<file path="src/rtl/msr_pkg.sv">
package msr_pkg;
  localparam int unsigned MSR_LINES = 4;
  // line order inside a vector: [0] clear-to-send, [1] data-set-ready, [2] ring, [3] carrier
  typedef logic [MSR_LINES-1:0] line_vec_t;

  // control bits: [0] DTR, [1] RTS, [2] OUT1, [3] OUT2
  function automatic line_vec_t loop_view(input logic [3:0] ctl);
    line_vec_t v;
    v[0] = ctl[1];
    v[1] = ctl[0];
    v[2] = ctl[2];
    v[3] = ctl[3];
    return v;
  endfunction

  // change events: any toggle, except ring which reports only its falling status edge
  function automatic line_vec_t edge_events(input line_vec_t old_v, input line_vec_t new_v);
    line_vec_t e;
    e    = old_v ^ new_v;
    e[2] = old_v[2] & ~new_v[2];
    return e;
  endfunction
endpackage

</file>
<file path="src/rtl/msr_sync.sv">
module msr_sync #(
  parameter int unsigned STAGES = 2,
  parameter int unsigned WIDTH  = 4
) (
  input  logic             clk,
  input  logic [WIDTH-1:0] din,
  output logic [WIDTH-1:0] dout
);
  localparam int unsigned LAST = STAGES - 1;

  logic [WIDTH-1:0] st [STAGES];

  // plain flops; the reset logic downstream waits for the chain to fill
  always_ff @(posedge clk) st[0] <= din;

  for (genvar g = 1; g < STAGES; g++) begin : g_stage
    always_ff @(posedge clk) st[g] <= st[g-1];
  end

  assign dout = st[LAST];
endmodule

</file>
<file path="src/rtl/msr_src_sel.sv">
module msr_src_sel
  import msr_pkg::*;
(
  input  line_vec_t  pins_n_sync,
  input  logic       loop_en,
  input  logic [3:0] ctl_bits,
  output line_vec_t  eff
);
  always_comb begin
    if (loop_en) eff = loop_view(ctl_bits);
    else         eff = ~pins_n_sync;
  end
endmodule

</file>
<file path="src/rtl/msr_delta.sv">
module msr_delta
  import msr_pkg::*;
(
  input  logic      clk,
  input  logic      rst_n,
  input  line_vec_t eff,
  input  logic      rd_stb,
  output line_vec_t delta_q,
  output line_vec_t pend_q,
  output line_vec_t ev,
  output logic      rd_fall
);
  line_vec_t prev_q;
  logic      rd_q;

  assign ev      = edge_events(prev_q, eff);
  assign rd_fall = rd_q & ~rd_stb;

  always_ff @(posedge clk) begin
    if (!rst_n) begin
      prev_q  <= eff;
      delta_q <= '0;
      pend_q  <= '0;
      rd_q    <= 1'b0;
    end else begin
      prev_q <= eff;
      rd_q   <= rd_stb;
      if (rd_stb) begin
        pend_q <= pend_q | (ev & ~delta_q);
      end else if (rd_q) begin
        delta_q <= pend_q | ev;
        pend_q  <= '0;
      end else begin
        delta_q <= delta_q | ev;
      end
    end
  end
endmodule

</file>
<file path="src/rtl/modem_stat_reg.sv">
module modem_stat_reg
  import msr_pkg::*;
#(
  parameter int unsigned SYNC_STAGES = 2
) (
  input  logic       clk,
  input  logic       rst_n,
  input  logic       pin_cts_n,
  input  logic       pin_dsr_n,
  input  logic       pin_ri_n,
  input  logic       pin_dcd_n,
  input  logic       loop_en,
  input  logic [3:0] ctl_bits,
  input  logic       ms_irq_en,
  input  logic       rd_stb,
  output logic [7:0] stat_q,
  output logic       irq
);
  line_vec_t pins_raw, pins_sync, eff;
  line_vec_t delta_q, pend_q, delta_ev;
  logic      rd_fall;

  assign pins_raw = {pin_dcd_n, pin_ri_n, pin_dsr_n, pin_cts_n};

  msr_sync #(.STAGES(SYNC_STAGES), .WIDTH(MSR_LINES)) u_sync (
    .clk (clk),
    .din (pins_raw),
    .dout(pins_sync)
  );

  msr_src_sel u_sel (
    .pins_n_sync(pins_sync),
    .loop_en    (loop_en),
    .ctl_bits   (ctl_bits),
    .eff        (eff)
  );

  msr_delta u_delta (
    .clk    (clk),
    .rst_n  (rst_n),
    .eff    (eff),
    .rd_stb (rd_stb),
    .delta_q(delta_q),
    .pend_q (pend_q),
    .ev     (delta_ev),
    .rd_fall(rd_fall)
  );

  assign stat_q = {eff, delta_q};
  assign irq    = ms_irq_en & (|delta_q);
endmodule

</file>
<file path="config.mk">
export PLATFORM = sky130hd
export DESIGN_NAME = modem_stat_reg
export DESIGN_NICKNAME = d
export VERILOG_FILES = /design/src/rtl/msr_pkg.sv /design/src/rtl/msr_sync.sv /design/src/rtl/msr_src_sel.sv /design/src/rtl/msr_delta.sv /design/src/rtl/modem_stat_reg.sv
export SDC_FILE = /design/constraint.sdc
export NUM_CORES = 1
export LEC_CHECK = 0
export BUFFER_PORTS_ARGS = -buffer_cell sky130_fd_sc_hd__buf_4
export CORE_UTILIZATION = 49
export DETAILED_ROUTE_END_ITERATION = 8
export GPL_TIMING_DRIVEN = 0
export PLACE_DENSITY = 0.88
export SLEW_MARGIN = 10
export SYNTH_ARGS = -nofsm -noshare
export SYNTH_HDL_FRONTEND = slang
export SYNTH_HIERARCHICAL = 1
export SYNTH_SLANG_ARGS = --single-unit
</file>
<file path="constraint.sdc">
create_clock -name clk -period 2.8 [get_ports clk]
set_input_delay 0.56 -clock clk [delete_from_list [all_inputs] [get_ports clk]]
set_output_delay 0.56 -clock clk [all_outputs]
set_load 0.005 [all_outputs]
</file>
==> results.md, run 1 <==
- Status: completed
- Final instance area: a little under 0.001 mm²
- WL per Instance: approximately 11 µm
- Worst-Skew Late Latency: between 0.2 and 0.3 ns
- CP Data Arrival Time: ~1.3 ns
- GPL Wtd Cong: 0.709
- Util after Layout: about two thirds
- Clock Sinks: 21
- Worst-path cell chain: buf_4, o21ai_0, buf_4
- Commonest non-fill, non-tap cell in the layout: buf_4
- Net Sw Power: around 140 µW
- CTS tree: yes
- Vias: between 500 and 600
- Comb power frac: 16.3%
- Top delay family on crit path: compound AO/OA/AOI/OAI gates
- Worst path most repeated cell: buf_4
- Initial antenna violation count: 0
- Setup Skew: ~0.006 ns
- CP startpoint kind: flop
- Antenna Nets Post-Route: 0
- Hold Fails Final Rpt: 0
- Internal reg-to-reg setup slack: 1.43 ns
- Root Buffer: clkbuf_4
- Multi-input logic area: about 320 µm²
- ANT cells: 0
- Fill count: 131
- DP Area: 965 µm²
- Die ar.: between 0.0015 and 0.002 mm²
- Global-route usage over all layers: 15.1%
- CTS Hold Bufs: 0
- Static Leak: 0.441 nW
- CTS Buffer Depth: 2
- Clk network pwr share: around a quarter
- NumNets Final: approximately 110
- Clock slew seen by the registers of the worst setup and hold paths: 0.11 ns
- Vias per cell: between 4 and 5
- Commonest cells after routing, fill and taps aside: buf_4, dfxtp_1, o21ai_0
- DRT Pass-1 Iters: 3
- Reg2Reg Depth: 5
- Hold Path Cell Cnt: 0
- Remaining DRCs: 0
- Tightest Pin Transition: a little under 0.5 ns
- Syn-to-layout area delta: 25.9%
- Fraction of layout cells with a size suffix above 1: approximately two fifths
- Die height: 42.1 µm
- Core area: between 0.0015 and 0.002 mm²
- Worst VDD drop: 0.000452 V
- FF/Latch Area: between 400 and 500 µm²
- Syn Area/Cell: ~10 µm²
- Switching Fraction: about a quarter
- WL final: around 1200 µm
- Buffers & Inverters on Critical Path: 2
- Syn Inst Count: 75
- Post-detail-place hpwl: just under 1000 µm
- Pwr/cell area: between 500 and 600 mW/mm²
- Hold_sp: u_sync/st[0][3]
- Port Buf Inserts: 21
- Post-synthesis instance area: about 800 µm²
- Global route overflow: 0
- Post-CTS sizing: 0
- CTS buffer count: 3
- Initial Util: between 50% and 60%
- Reg-to-Reg End: u_delta/delta_q[1]
- Vias in the first global route: around 570
- Final period utilization: 67.0%
- Critical Path End Type: primary output
- Power after layout: between 500 and 600 µW
- Final setup TNS: 0 ns
- Die width: about 42 µm
- H-tree levels: 1
- Syn_nets: a little under 90
- Slowest CP cell: o21ai_0
- Yosys synthesis warning count: 6
- Max FO, Critical Path: 3
- Worst Hold End: u_sync/st[0][7]
- Req. time, crit path: between 2 and 2.5 ns
- Num rows: 14
- Largest net degree at the start of global routing: 12
- IO Pins: 22
- Endpoints failing setup: 0
- Reg power frac: approximately three fifths
- Final min period: about 1.9 ns
- First-pass GRT wire length: 2060 µm
- Slew HR: between 60% and 70%
- Hold WC Path Type: reg2reg
- RR Startpoint: u_sync/st[0][5]
- F_max: between 500 and 600 MHz
- RSZ-0062 raised after global routing: no
- Setup CP Type: reg2out
- Max-Cap Viols: 0
- Max incr delay on CP: around 0.40 ns
- Setup Buffers After CTS: 0
- Internal: around 430 µW
- Violation count after the first detailed-route iteration: 4
- Worst path depth: 3
- Pins Over Slew Limit: 0
==> power groups by stage <==
stage	Combinational (mW)	Clock, mW	Sequential [mW]
5_1_grt	0.102	0.153	0.340
3_3_place_gp	0.0895	0	0.343
2_1_floorplan	0.0522	0	0.341
6_report	0.0921	0.136	0.337
3_5_place_dp	0.0928	0	0.344
4_1_cts	0.0931	0.143	0.337
==> flip-flops by register name, indices dropped and copies added (netlist names) <==
register and count:
u_delta/pend_q 4, u_delta/prev_q 4, u_sync/st 8, u_delta/rd_q 1, u_delta/delta_q 4
==> how the worst max path moves through the flow <==
stage,start,to,slack (ns)
finish,u_sync/st[0][7],stat_q[7],0.92
global route,u_sync/st[0][5],stat_q[5],0.80
CTS,u_sync/st[0][7],stat_q[7],0.90
detailed placement,loop_en,stat_q[7],0.91
global placement,loop_en,stat_q[4],0.93
floorplan,loop_en,stat_q[4],1.27
==> final cells by class <==
class / count / area share, %
clock buffers: 4 / 2.65
flip-flops and latches: 21 / 42.4
multi-input cells: 45 / 32.1
plain buffers: 4 / 3.03
repair buffers: 21 / 15.9
inverters: 5 / 1.89
well taps: 16 / 2.02
==> worst reg2reg max path, stage by stage, from the launching register on <==
cell and delay [ns]:
dfxtp_1 0.31, buf_4 0.11, o21ai_0 0.41, xor2_2 0.17, nor3_1 0.20, nor3_2 0.07
==> routing by layer <==
metal / track usage (%) / share of wire (%) / up-vias
li1: - / - / 296
met1: 15.6 / 40 / 261
met2: 29.4 / 53 / 19
met3: 4.31 / 7.0 / 2
met4: 3.75 / 0.33 / 0
met5: 0 / 0 / -
==> metrics by stage <==
step / std cells / hold slack [ns] / worst slack [ns]
after floorplan: 75 / 0.310 / 1.27
after global placement: 112 / 0.312 / 0.926
after detailed placement: 112 / 0.316 / 0.906
after CTS: 116 / 0.343 / 0.898
after global routing: 116 / 0.344 / 0.798
final: 116 / 0.339 / 0.924
(Power assumes the default switching activity.)
==> run 2: changes to the inputs <==
Settings changed: CORE_UTILIZATION 49 to 44, PLACE_DENSITY 0.88 to 0.84.
Clock period 2.8 ns to 1.58 ns, I/O delays scaled along.
==> run 2 against run 1 <==
Compared with the run above: setup slack worse by 0.87 ns; clock power is 75% higher; combinational power grew 81%; critical path depth fell by 1; sequential share of layout area fell by 0.58 points; power is 77% higher; largest cell class unchanged; largest power group unchanged.
==> results.md, run 2 (synthesis results as in run 1) <==
- Initial Util: between 40% and 50%
- Power after layout: between 1 and 1.5 mW
- CTS buffer count: 3
- Setup Buffers After CTS: 0
- Violation count after the first detailed-route iteration: 5
- Commonest non-fill, non-tap cell in the layout: buf_4
- Die ar.: a little under 0.002 mm²
- Pwr/cell area: 998 mW/mm²
- Critical Path End Type: primary output
- Status: completed
- Req. time, crit path: roughly 1.3 ns
- Vias per cell: between 4 and 5
- Max-Cap Viols: 0
- Commonest cells after routing, fill and taps aside: buf_4, dfxtp_1, o21ai_0
- Die height: about 44 µm
- CP startpoint kind: flop
- Setup Skew: between 0.003 and 0.004 ns
- Switching Fraction: 24.2%
- Most flops, register: u_sync/st
- Worst-Skew Late Latency: ~0.29 ns
- RSZ-0062 raised after global routing: no
- Endpoints failing setup: 0
- Hold Fails Final Rpt: 0
- Remaining DRCs: 0
- Largest net degree at the start of global routing: 12
- Vias in the first global route: between 500 and 600
- H-tree levels: 1
- Hold WC Path Type: in2reg
- Net Sw Power: 242 µW
- ANT cells: 0
- Syn-to-layout area delta: 27.7%
- Worst VDD drop: between 0.0007 and 0.0008 V
- Setup CP Type: reg2out
- Multi-input logic area: roughly 320 µm²
- CTS Buffer Depth: 2
- FF/Latch Area: 420 µm²
- Global-route usage over all layers: about 14%
- Root Buffer: clkbuf_4
- Antenna Nets Post-Route: 0
- Global route overflow: 0
- Post-detail-place hpwl: 1030 µm
- RR Startpoint: u_sync/st[0][4]
- WL per Instance: 10.3 µm
- Fraction of layout cells with a size suffix above 1: 41.0%
- CTS tree: yes
- WL final: 1280 µm
- Tightest Pin Transition: roughly 0.35 ns
- Die width: approximately 44 µm
- NumNets Final: 114
- Clock slew seen by the registers of the worst setup and hold paths: roughly 0.10 ns
- CP Data Arrival Time: 1.21 ns
- Final setup TNS: 0 ns
- Reg power frac: 59.6%
- Port Buf Inserts: 21
- Clk network pwr share: about a quarter
- Final period utilization: a little over nine tenths
- F_max: 654 MHz
- Hold_sp: pin_dsr_n
- CTS Hold Bufs: 0
- Pins Over Slew Limit: 0
- Static Leak: about 0.44 nW
- Initial antenna violation count: 0
- CP Launch Point: u_delta/delta_q[1]
- Fill count: around 140
- Clock Sinks: 21
- Slew HR: about three quarters
- Core area: approximately 0.0016 mm²
- Internal: roughly 760 µW
- First-pass GRT wire length: about 2100 µm
- Max reg flops: 8
- Final min period: around 1.5 ns
- Comb power frac: 16.6%
- Vias: 572
- IO Pins: 22
- DRT Pass-1 Iters: 4
- Max FO, Critical Path: 5
- GPL Wtd Cong: 0.766
- Num rows: 14
## run 2: cell counts in the layout (fill, tap and decap cells not counted)
Identical to the previous run, type by type.
## run 2: power by group through the flow
stage	clock (mW)	sequential, mW	combinational [mW]
after floorplan	0	0.605	0.0926
after global placement	0	0.607	0.159
after detailed placement	0	0.610	0.165
after CTS	0.251	0.598	0.167
after global routing	0.272	0.602	0.183
final	0.238	0.598	0.167
## run 2: through the flow
stage	setup WS (ns)	instance area, µm²	utilization [%]	hold WS (ns)	cells
6_report	0.0519	1000	63.0	0.122	124
5_1_grt	0.0188	1000	63.0	0.101	124
4_1_cts	0.0314	1000	62.8	0.112	124
3_5_place_dp	0.137	975	61.1	0.315	120
3_3_place_gp	0.169	975	61.1	0.311	120
2_1_floorplan	0.254	787	-	0.310	75
## run 2: area by class of cell
class	instances	share of cell area, %
Multi-Input combinational cell	45	32.0
Tap cell	24	2.99
Inverter	5	1.87
Timing Repair Buffer	21	15.7
Clock buffer	4	2.62
Sequential cell	21	41.8
Buffer	4	2.99
## run 2: worst max-delay path, stage by stage (launching register included)
cell and delay, ns:
dfxtp_1 0.36, o41a_1 0.42, buf_4 0.14
## run 2: timing repair
item / 4_1_cts / 5_1_grt
setup endpoints to repair: 3 / 2
gates resized for setup: 3 / 2
pin swaps: 0 / 0
## run 2: layer usage
metal  vias up  routed length, µm  track usage (%)
met2        21                649             24.1
met3         2                 71             2.45
met5         -                  0                0
met1       249                552             17.1
met4         0                  5             9.09
li1        300                  -                -
## run 2: final timing paths
kind / to / slack (ns) / depth (start not counted)
worst max-delay path: irq / 0.05 / 2
worst min-delay path: u_sync/st[0][1] / 0.12 / 1
worst max register to register: u_delta/delta_q[0] / 0.35 / 5
worst min register to register: u_sync/st[0][7] / 0.34 / 0
